--- config.mk ---
export PLATFORM = sky130hd
export DESIGN_NAME = nrzi_4b5b_tx
export DESIGN_NICKNAME = d
export VERILOG_FILES = /design/src/rtl/tx4b5b_pkg.sv /design/src/rtl/nib_symbol_map.sv /design/src/rtl/sym_serializer.sv /design/src/rtl/nrzi_line.sv /design/src/rtl/nrzi_4b5b_tx.sv
export SDC_FILE = /design/constraint.sdc
export NUM_CORES = 1
export LEC_CHECK = 0
export BUFFER_PORTS_ARGS = -buffer_cell sky130_fd_sc_hd__buf_2
export CAP_MARGIN = 20
export CORE_ASPECT_RATIO = 0.9
export CORE_MARGIN = 2
export CORE_UTILIZATION = 40
export DETAILED_ROUTE_END_ITERATION = 16
export PLACE_DENSITY = 0.61
export SLEW_MARGIN = 20
export SYNTH_ARGS = -nofsm -noshare
export SYNTH_HDL_FRONTEND = slang
export SYNTH_HIERARCHICAL = 1
export SYNTH_SLANG_ARGS = --single-unit
--- constraint.sdc ---
create_clock -name clk -period 1.6 [get_ports clk]
set_input_delay 0 -clock clk [delete_from_list [all_inputs] [get_ports clk]]
set_output_delay 0 -clock clk [all_outputs]
set_load 0.01 [all_outputs]
--- src/rtl/tx4b5b_pkg.sv ---
// Shared widths, the escape code and the nibble-to-symbol map.
// Assumes a fixed 4-bit nibble and 5-bit symbol code.
package tx4b5b_pkg;
    localparam int NIB_W = 4;
    localparam int SYM_W = 5;
    localparam int CNT_W = $clog2(SYM_W);

    typedef logic [NIB_W-1:0] nib_t;
    typedef logic [SYM_W-1:0] sym_t;

    localparam sym_t ESC_SYM = 5'b00010;

    // Data nibble to line symbol.
    function automatic sym_t data_symbol(input nib_t n);
        sym_t s;
        case (n)
            4'h0: s = 5'b10101;
            4'h1: s = 5'b01001;
            4'h2: s = 5'b01010;
            4'h3: s = 5'b01011;
            4'h4: s = 5'b00111;
            4'h5: s = 5'b01101;
            4'h6: s = 5'b01110;
            4'h7: s = 5'b01111;
            4'h8: s = 5'b10010;
            4'h9: s = 5'b11001;
            4'hA: s = 5'b11010;
            4'hB: s = 5'b11011;
            4'hC: s = 5'b10111;
            4'hD: s = 5'b11101;
            4'hE: s = 5'b11110;
            default: s = 5'b11111;
        endcase
        return s;
    endfunction
endpackage

--- src/rtl/nib_symbol_map.sv ---
// Combinational map from a tagged nibble to its 5-bit symbol.
// Assumes the tag overrides the nibble value when set.
module nib_symbol_map
    import tx4b5b_pkg::*;
(
    input  nib_t nibble,
    input  logic is_esc,
    output sym_t symbol
);
    // Select the escape code or the data code.
    always_comb begin
        if (is_esc) symbol = ESC_SYM;
        else        symbol = data_symbol(nibble);
    end
endmodule

--- src/rtl/sym_serializer.sv ---
// Shifts one symbol out MSB first, one bit per clock.
// Assumes load is asserted only when idle or on the last bit.
module sym_serializer
    import tx4b5b_pkg::*;
(
    input  logic clk,
    input  logic rst_n,
    input  logic load,
    input  sym_t load_sym,
    output logic active,
    output logic last_bit,
    output logic cur_bit
);
    localparam logic [CNT_W-1:0] LAST_IDX = CNT_W'(SYM_W - 1);

    sym_t             shreg;
    logic [CNT_W-1:0] bit_idx;

    // Load a new symbol, or shift and count the current one.
    always_ff @(posedge clk) begin
        if (!rst_n) begin
            shreg   <= '0;
            bit_idx <= '0;
            active  <= 1'b0;
        end else if (load) begin
            shreg   <= load_sym;
            bit_idx <= '0;
            active  <= 1'b1;
        end else if (active) begin
            shreg <= {shreg[SYM_W-2:0], 1'b0};
            if (bit_idx == LAST_IDX) active <= 1'b0;
            else                     bit_idx <= bit_idx + 1'b1;
        end
    end

    // Expose the bit on the wire and the end-of-symbol marker.
    always_comb begin
        cur_bit  = shreg[SYM_W-1];
        last_bit = active && (bit_idx == LAST_IDX);
    end
endmodule

--- src/rtl/nrzi_line.sv ---
// NRZI register: a 1 bit inverts the level, a 0 bit holds it.
// Assumes bit_in is meaningful only while shift_en is high.
module nrzi_line (
    input  logic clk,
    input  logic rst_n,
    input  logic shift_en,
    input  logic bit_in,
    output logic line
);
    // Update the line level once per transmitted bit.
    always_ff @(posedge clk) begin
        if (!rst_n)        line <= 1'b0;
        else if (shift_en) line <= line ^ bit_in;
    end
endmodule

--- src/rtl/nrzi_4b5b_tx.sv ---
// Top level: handshake, symbol map, serializer, NRZI line and underrun flag.
// Assumes the source offers a nibble every five clocks for a gap-free line.
module nrzi_4b5b_tx
    import tx4b5b_pkg::*;
(
    input  logic             clk,
    input  logic             rst_n,
    input  logic             in_valid,
    output logic             in_ready,
    input  logic [NIB_W-1:0] in_nibble,
    input  logic             in_is_esc,
    output logic             line_out,
    output logic             underrun_err
);
    sym_t next_sym;
    logic sym_active;
    logic last_bit;
    logic cur_bit;
    logic accept;

    // Handshake: take a nibble when idle or on a symbol's final bit.
    always_comb begin
        in_ready = !sym_active || last_bit;
        accept   = in_valid && in_ready;
    end

    nib_symbol_map u_map (
        .nibble (in_nibble),
        .is_esc (in_is_esc),
        .symbol (next_sym)
    );

    sym_serializer u_ser (
        .clk      (clk),
        .rst_n    (rst_n),
        .load     (accept),
        .load_sym (next_sym),
        .active   (sym_active),
        .last_bit (last_bit),
        .cur_bit  (cur_bit)
    );

    nrzi_line u_line (
        .clk      (clk),
        .rst_n    (rst_n),
        .shift_en (sym_active),
        .bit_in   (cur_bit),
        .line     (line_out)
    );

    // Flag a symbol boundary reached with nothing to send.
    always_ff @(posedge clk) begin
        if (!rst_n) underrun_err <= 1'b0;
        else        underrun_err <= last_bit && !in_valid;
    end
endmodule

---- After elaboration in Yosys (flattened, before gate mapping) ----
Memory sizes are Yosys's and may differ from the RTL's.
Index checks and enable logic that the tools add are counted.
storage, ports and cells
  register bits after elaboration ......... 11
  bits in read-only memories .............. 80
  input port bits ......................... 8
  output and inout port bits .............. 3
  word-level logic and storage cells ...... 26
  memories kept ........................... 1
memory list
  name              words  width  rd ports  clocked after Yosys merged registers in  wr ports  line              text
  (name not given)  16     5      1         0                                        0         tx4b5b_pkg.sv:16  case (n)
cells by class
  add/subtract/negate cells ............... 1
  equality and inequality tests ........... 1
  mux-type cells .......................... 6
  bitwise gates (word level) .............. 3
  reduce and logical (&&, ||, !) cells .... 9
operator list
  cell                 number
  $mux 5               3
  $add 3x1->3 const B  1
  $eq 3x3->1 const B   1
  $logic_and 1x1->1    3
  $mux 1               3
  $logic_not 1->1      2
  $not 1->1            2
  $reduce_and 2->1     1
  $reduce_bool 2->1    1
  $reduce_or 2->1      1
  $logic_or 1x1->1     1
  $xor 1x1->1          1

---- Logic depth before layout (Yosys ltp) ----
  depth in word-level cells ............... 5
  gate-level depth with buffers ........... 8
  depth with buffers taken out ............ 7

---- By module ----
Netlist, hierarchy kept.
modules (own cells, without submodules)
  module          times used  cells an instance  area an instance (µm²)  sequential area each (µm²)
  sym_serializer  1           43                 478.0                   180.2
  nib_symbol_map  1           14                 68.8                    0.0
  nrzi_4b5b_tx    1           4                  52.6                    20.0
  nrzi_line       1           5                  43.8                    20.0

---- Worst setup path after synthesis ----
Ideal clock, no wire load.
  path type ............................... register -> register
  start ................................... register u_ser.bit_idx[0]
  end ..................................... register u_ser.shreg[0]
  library setup time ...................... 0.070 ns
  arrival time ............................ 1.566 ns
  data required time ...................... 1.530 ns
  slack ................................... -0.036 ns
  cell stages (with the launch flop) ...... 8
  buffers on the path ..................... 0
  clock period less this slack ............ 1.636 ns
  path through ............................ dfxtp_1 > inv_1 > ha_1 > and3_1 > nand2b_4 > and2_4 > or3b_1 > a21boi_1
between the ends
  word-level cells in the longest chain between the ends .. 5
  elaborated cells on any way between the ends .. 6
  classes of those cells .................. eq/ne: 1; mux: 1; reduce/logical: 4
RTL lines
  item                                                line                  text
  start, declared                                     sym_serializer.sv:17  logic [CNT_W-1:0] bit_idx;
  start signal, assigned                              sym_serializer.sv:32  else bit_idx <= bit_idx + 1'b1;
  $eq 3x3->1 *                                        sym_serializer.sv:39  last_bit = active && (bit_idx == LAST_IDX);
  $logic_and 1x1->1 *                                 sym_serializer.sv:39
  via last_bit                                        nrzi_4b5b_tx.sv:17    logic last_bit;
  $logic_or 1x1->1 *                                  nrzi_4b5b_tx.sv:23    in_ready = !sym_active || last_bit;
  via in_ready                                        nrzi_4b5b_tx.sv:9     output logic in_ready,
  $logic_and 1x1->1 *                                 nrzi_4b5b_tx.sv:24    accept = in_valid && in_ready;
  via accept                                          nrzi_4b5b_tx.sv:19    logic accept;
  $mux 5 / $reduce_bool 2->1 (equally long branches)  --
  end signal, assigned                                sym_serializer.sv:26  shreg <= load_sym;
  end signal, assigned                                sym_serializer.sv:30  shreg <= {shreg[SYM_W-2:0], 1'b0};
  end, declared                                       sym_serializer.sv:16  sym_t shreg;
The timed path passes the listed nets; every way through them passes the cells marked *.
A chain may end at the register's enable or synchronous reset.

---- Worst setup path after layout ----
  start ................................... register u_ser.bit_idx[0]
  end ..................................... register u_ser.bit_idx[0]
between the ends
  word-level cells in the longest chain between the ends .. 5
  elaborated cells on any way between the ends .. 8
  classes of those cells .................. add/sub: 1; eq/ne: 1; bitwise: 1; reduce/logical: 5
RTL lines
  item                              line
  $eq 3x3->1                        sym_serializer.sv:39
  $logic_and 1x1->1                 sym_serializer.sv:39
  via last_bit                      nrzi_4b5b_tx.sv:17
  $logic_or 1x1->1                  nrzi_4b5b_tx.sv:23
  $logic_and 1x1->1                 nrzi_4b5b_tx.sv:24
  via accept                        nrzi_4b5b_tx.sv:19
  $reduce_or 2->1 (no source line)  --
The timed path passes the listed nets, and every way through them passes these cells.

==> flow_summary.yaml <==
critical_path:
  crit_path_start: "u_ser/bit_idx[0]$_SDFFE_PP0P_"
  crit_arrival_ns: 1.75
  r2r-start: "u_ser/bit_idx[0]$_SDFFE_PP0P_"
  crit_type: "reg -> reg"
  cp_max_fo: 6
  critical_path_required_ns: 1.79
  endpoint_kind: "register"
  crit_path_start_kind: "register"
grt:
  grt_overflow: 0
  antenna_found_initial: 0
  grt_usage_pct: 15.3
  grt_max_degree: 15
  grt_pass1_vias: 534
  grt_pass1_wl_um: 2200
clocking:
  clk_latency_ns: 0.26
  htree_levels: 1
  post_cts_buffers: 0
  cts_buffers: 3
  cts_sinks: 11
  cts_root_buf: "clkbuf_4"
  cts_tree: "yes"
  cts_buffer_depth: 2
  cts.clk_slew.worst_paths_ns: 0.07
routing:
  drtPass1Iterations: 2
  drt_iter0_drc: 3
  post_drt_via_cell_ratio: 4.85
  drc_errors: 0
  final_antenna_net_count: 0
  vias: 504
  wirelength_um: 1230
  wl_per_cell_um: 11.8
floorplanning:
  core_um2: 1480
  die_y_um: 42.0
  initial_core_util_pct: 43.4
  placement_rows: 13
  num_io_pins: 11
  fp.dieArea_um2: 1940
  dieWidth_um: 46.3
synthesis:
  synth.distinct_cells: 29
  yosysWarningCount: 6
  synthArstFlopShare_pct: 0
  synth-seq-cells: 11
  synth_edf_count: 0
  syn_area_um2: 643
  syn_nets: 76
  avgSynthCellArea_um2: 9.74
  ys_seq_area_share_pct: 34.2
  ys.flop_type: "dfxtp_1"
  netlist_instances: 66
place:
  place_area_um2: 742
  placedCellCount: 100
  port_buffers: 10
  gp_congestion: 0.728
  place.detailed.hpwl_um: 885
finish:
  antenna_cells: 0
  nets: 93
  nFillCells: 135
  drive_gt1_share_pct: 40.2
  fin_area_um2: 791
  finalNonFillerCells: 104
  area_growth_pct: 23.0
timing:
  fin_crit_ns: 1.56
  max_freq_mhz: 642
  worst_pin_slew_ns: 0.239
  tns_ns: 0
  hold_viol: 0
  rsz0062_at_grt: "true"
  fin_skew_ns: 0.00267
  period_share_pct: 97.3
  fin_hold_ws_ns: 0.0698
  drv_slew: 0
  setup_viol: 0
  maxSlewHeadroom_pct: 84.0
min_path:
  holdCritStartpoint: "in_valid"
  hold_path.class: "in -> reg"
outcome:
  status: "completed"
run:
  cap_violations: 0
power_and_ir_drop:
  p_leak_nw: 0.377
  powerDensity_nw_per_um2: 779
  vdd_drop_max_mv: 0.458
[worst max-delay path, stage by stage (launching register included)]
cell and delay [ns]:
dfxtp_2 0.34, inv_2 0.04, ha_4 0.15, and3_4 0.16, nand2b_4 0.14, and2_4 0.15, or3b_1 0.37, mux2i_1 0.14
[repair_timing]
action	in CTS	in global routing
pin swaps	1	3
cloned	0	0
resized for setup	2	4
endpoints found under the setup margin	3	4
hold buffers	0	0
[metal layers]
metal	track usage, %	vias to the layer above	part of all wire, %
met5	0	-	0
met4	1.71	0	0
met3	6.90	0	4.5
met2	23.6	7	45
met1	20.1	231	51
li1	-	266	-
[final timing paths]
kind | cells after the start | slack (ns) | to
max | 7 | 0.04 | u_ser/bit_idx[0]$_SDFFE_PP0P_
min | 2 | 0.07 | underrun_err$_SDFF_PN0_
max reg2reg | 7 | 0.04 | u_ser/bit_idx[0]$_SDFFE_PP0P_
min reg2reg | 2 | 0.47 | u_line/line$_SDFFE_PN0P_
[layout make-up]
class                   instances  area, um^2  area share, %
well taps                      22        27.5           3.48
clock buffers                   4        26.3           3.32
inverters                       4        15.0           1.90
multi-input cells              48         412           52.1
flip-flops and latches         11         223           28.2
repair buffers                 15        87.6           11.1
[cell usage after synthesis (3+ instances only)]
| library cell | number | area [um^2] |
|---|---|---|
| o211a_1 | 4 | 40.0 |
| dfxtp_1 | 11 | 220 |
| a21oi_1 | 3 | 15.0 |
| nand2b_1 | 5 | 31.3 |
| inv_1 | 4 | 15.0 |
| mux2i_1 | 3 | 30.0 |
| nor2_1 | 4 | 15.0 |
| mux2_4 | 4 | 60.1 |
| nand3b_1 | 3 | 22.5 |
| nand2_1 | 3 | 11.3 |
[state kept, by name (all words and copies together), names as in the netlist]
register       cells
u_ser/active       1
underrun_err       1
u_ser/shreg        5
u_line/line        1
u_ser/bit_idx      3
[placed cells by master (no fill, tap or decap)]
master	synthesis	layout
a21boi_1	1	1
a21boi_2	1	1
a21oi_1	3	3
and2_4	1	1
and3_4	0	1
and3b_2	1	1
and4b_1	1	1
buf_2	1	10
buf_4	0	5
clkbuf_1	1	1
clkbuf_4	0	3
dfxtp_1	11	9
dfxtp_2	0	2
ha_1	2	1
ha_4	0	1
inv_1	4	2
inv_2	0	2
mux2_4	4	4
mux2i_1	3	3
nand2_1	3	3
nand2b_1	5	5
nand2b_4	1	1
nand3b_1	3	3
nor2_1	4	4
nor2b_1	1	1
nor3_1	1	1
nor3b_1	1	1
nor4b_2	0	1
o211a_1	4	4
o21a_1	1	1
o21ai_0	1	1
or3_1	2	2
or3b_1	2	2
[through the flow]
stage,util (%),power [mW],setup WS (ns)
after floorplan,-,0.392,0.0247
after global placement,50.1,0.428,0.0351
after detailed placement,50.1,0.431,0.000435
after CTS,52.7,0.621,0.00830
after global routing,53.4,0.659,-0.0341
final,53.4,0.616,0.0425
[kinds of logic (layout without fill, tap and decap cells)]
group           Yosys count  count (layout)  share of synthesized area, %
simple gates             28              28                          29.0
compound gates           11              11                          13.4
flops                    11              11                          34.2
mux                       7               7                          14.0
buf+inv                   7              23                          5.45
fa+ha+maj                 2               2                          3.89
[power breakdown]
part,internal (mW),switching (mW)
Combinational,0.0718,0.0581
Clock,0.0964,0.0909
Sequential,0.290,0.00857
Total,0.458,0.158
No activity file was read; power rests on OpenSTA's default activity.
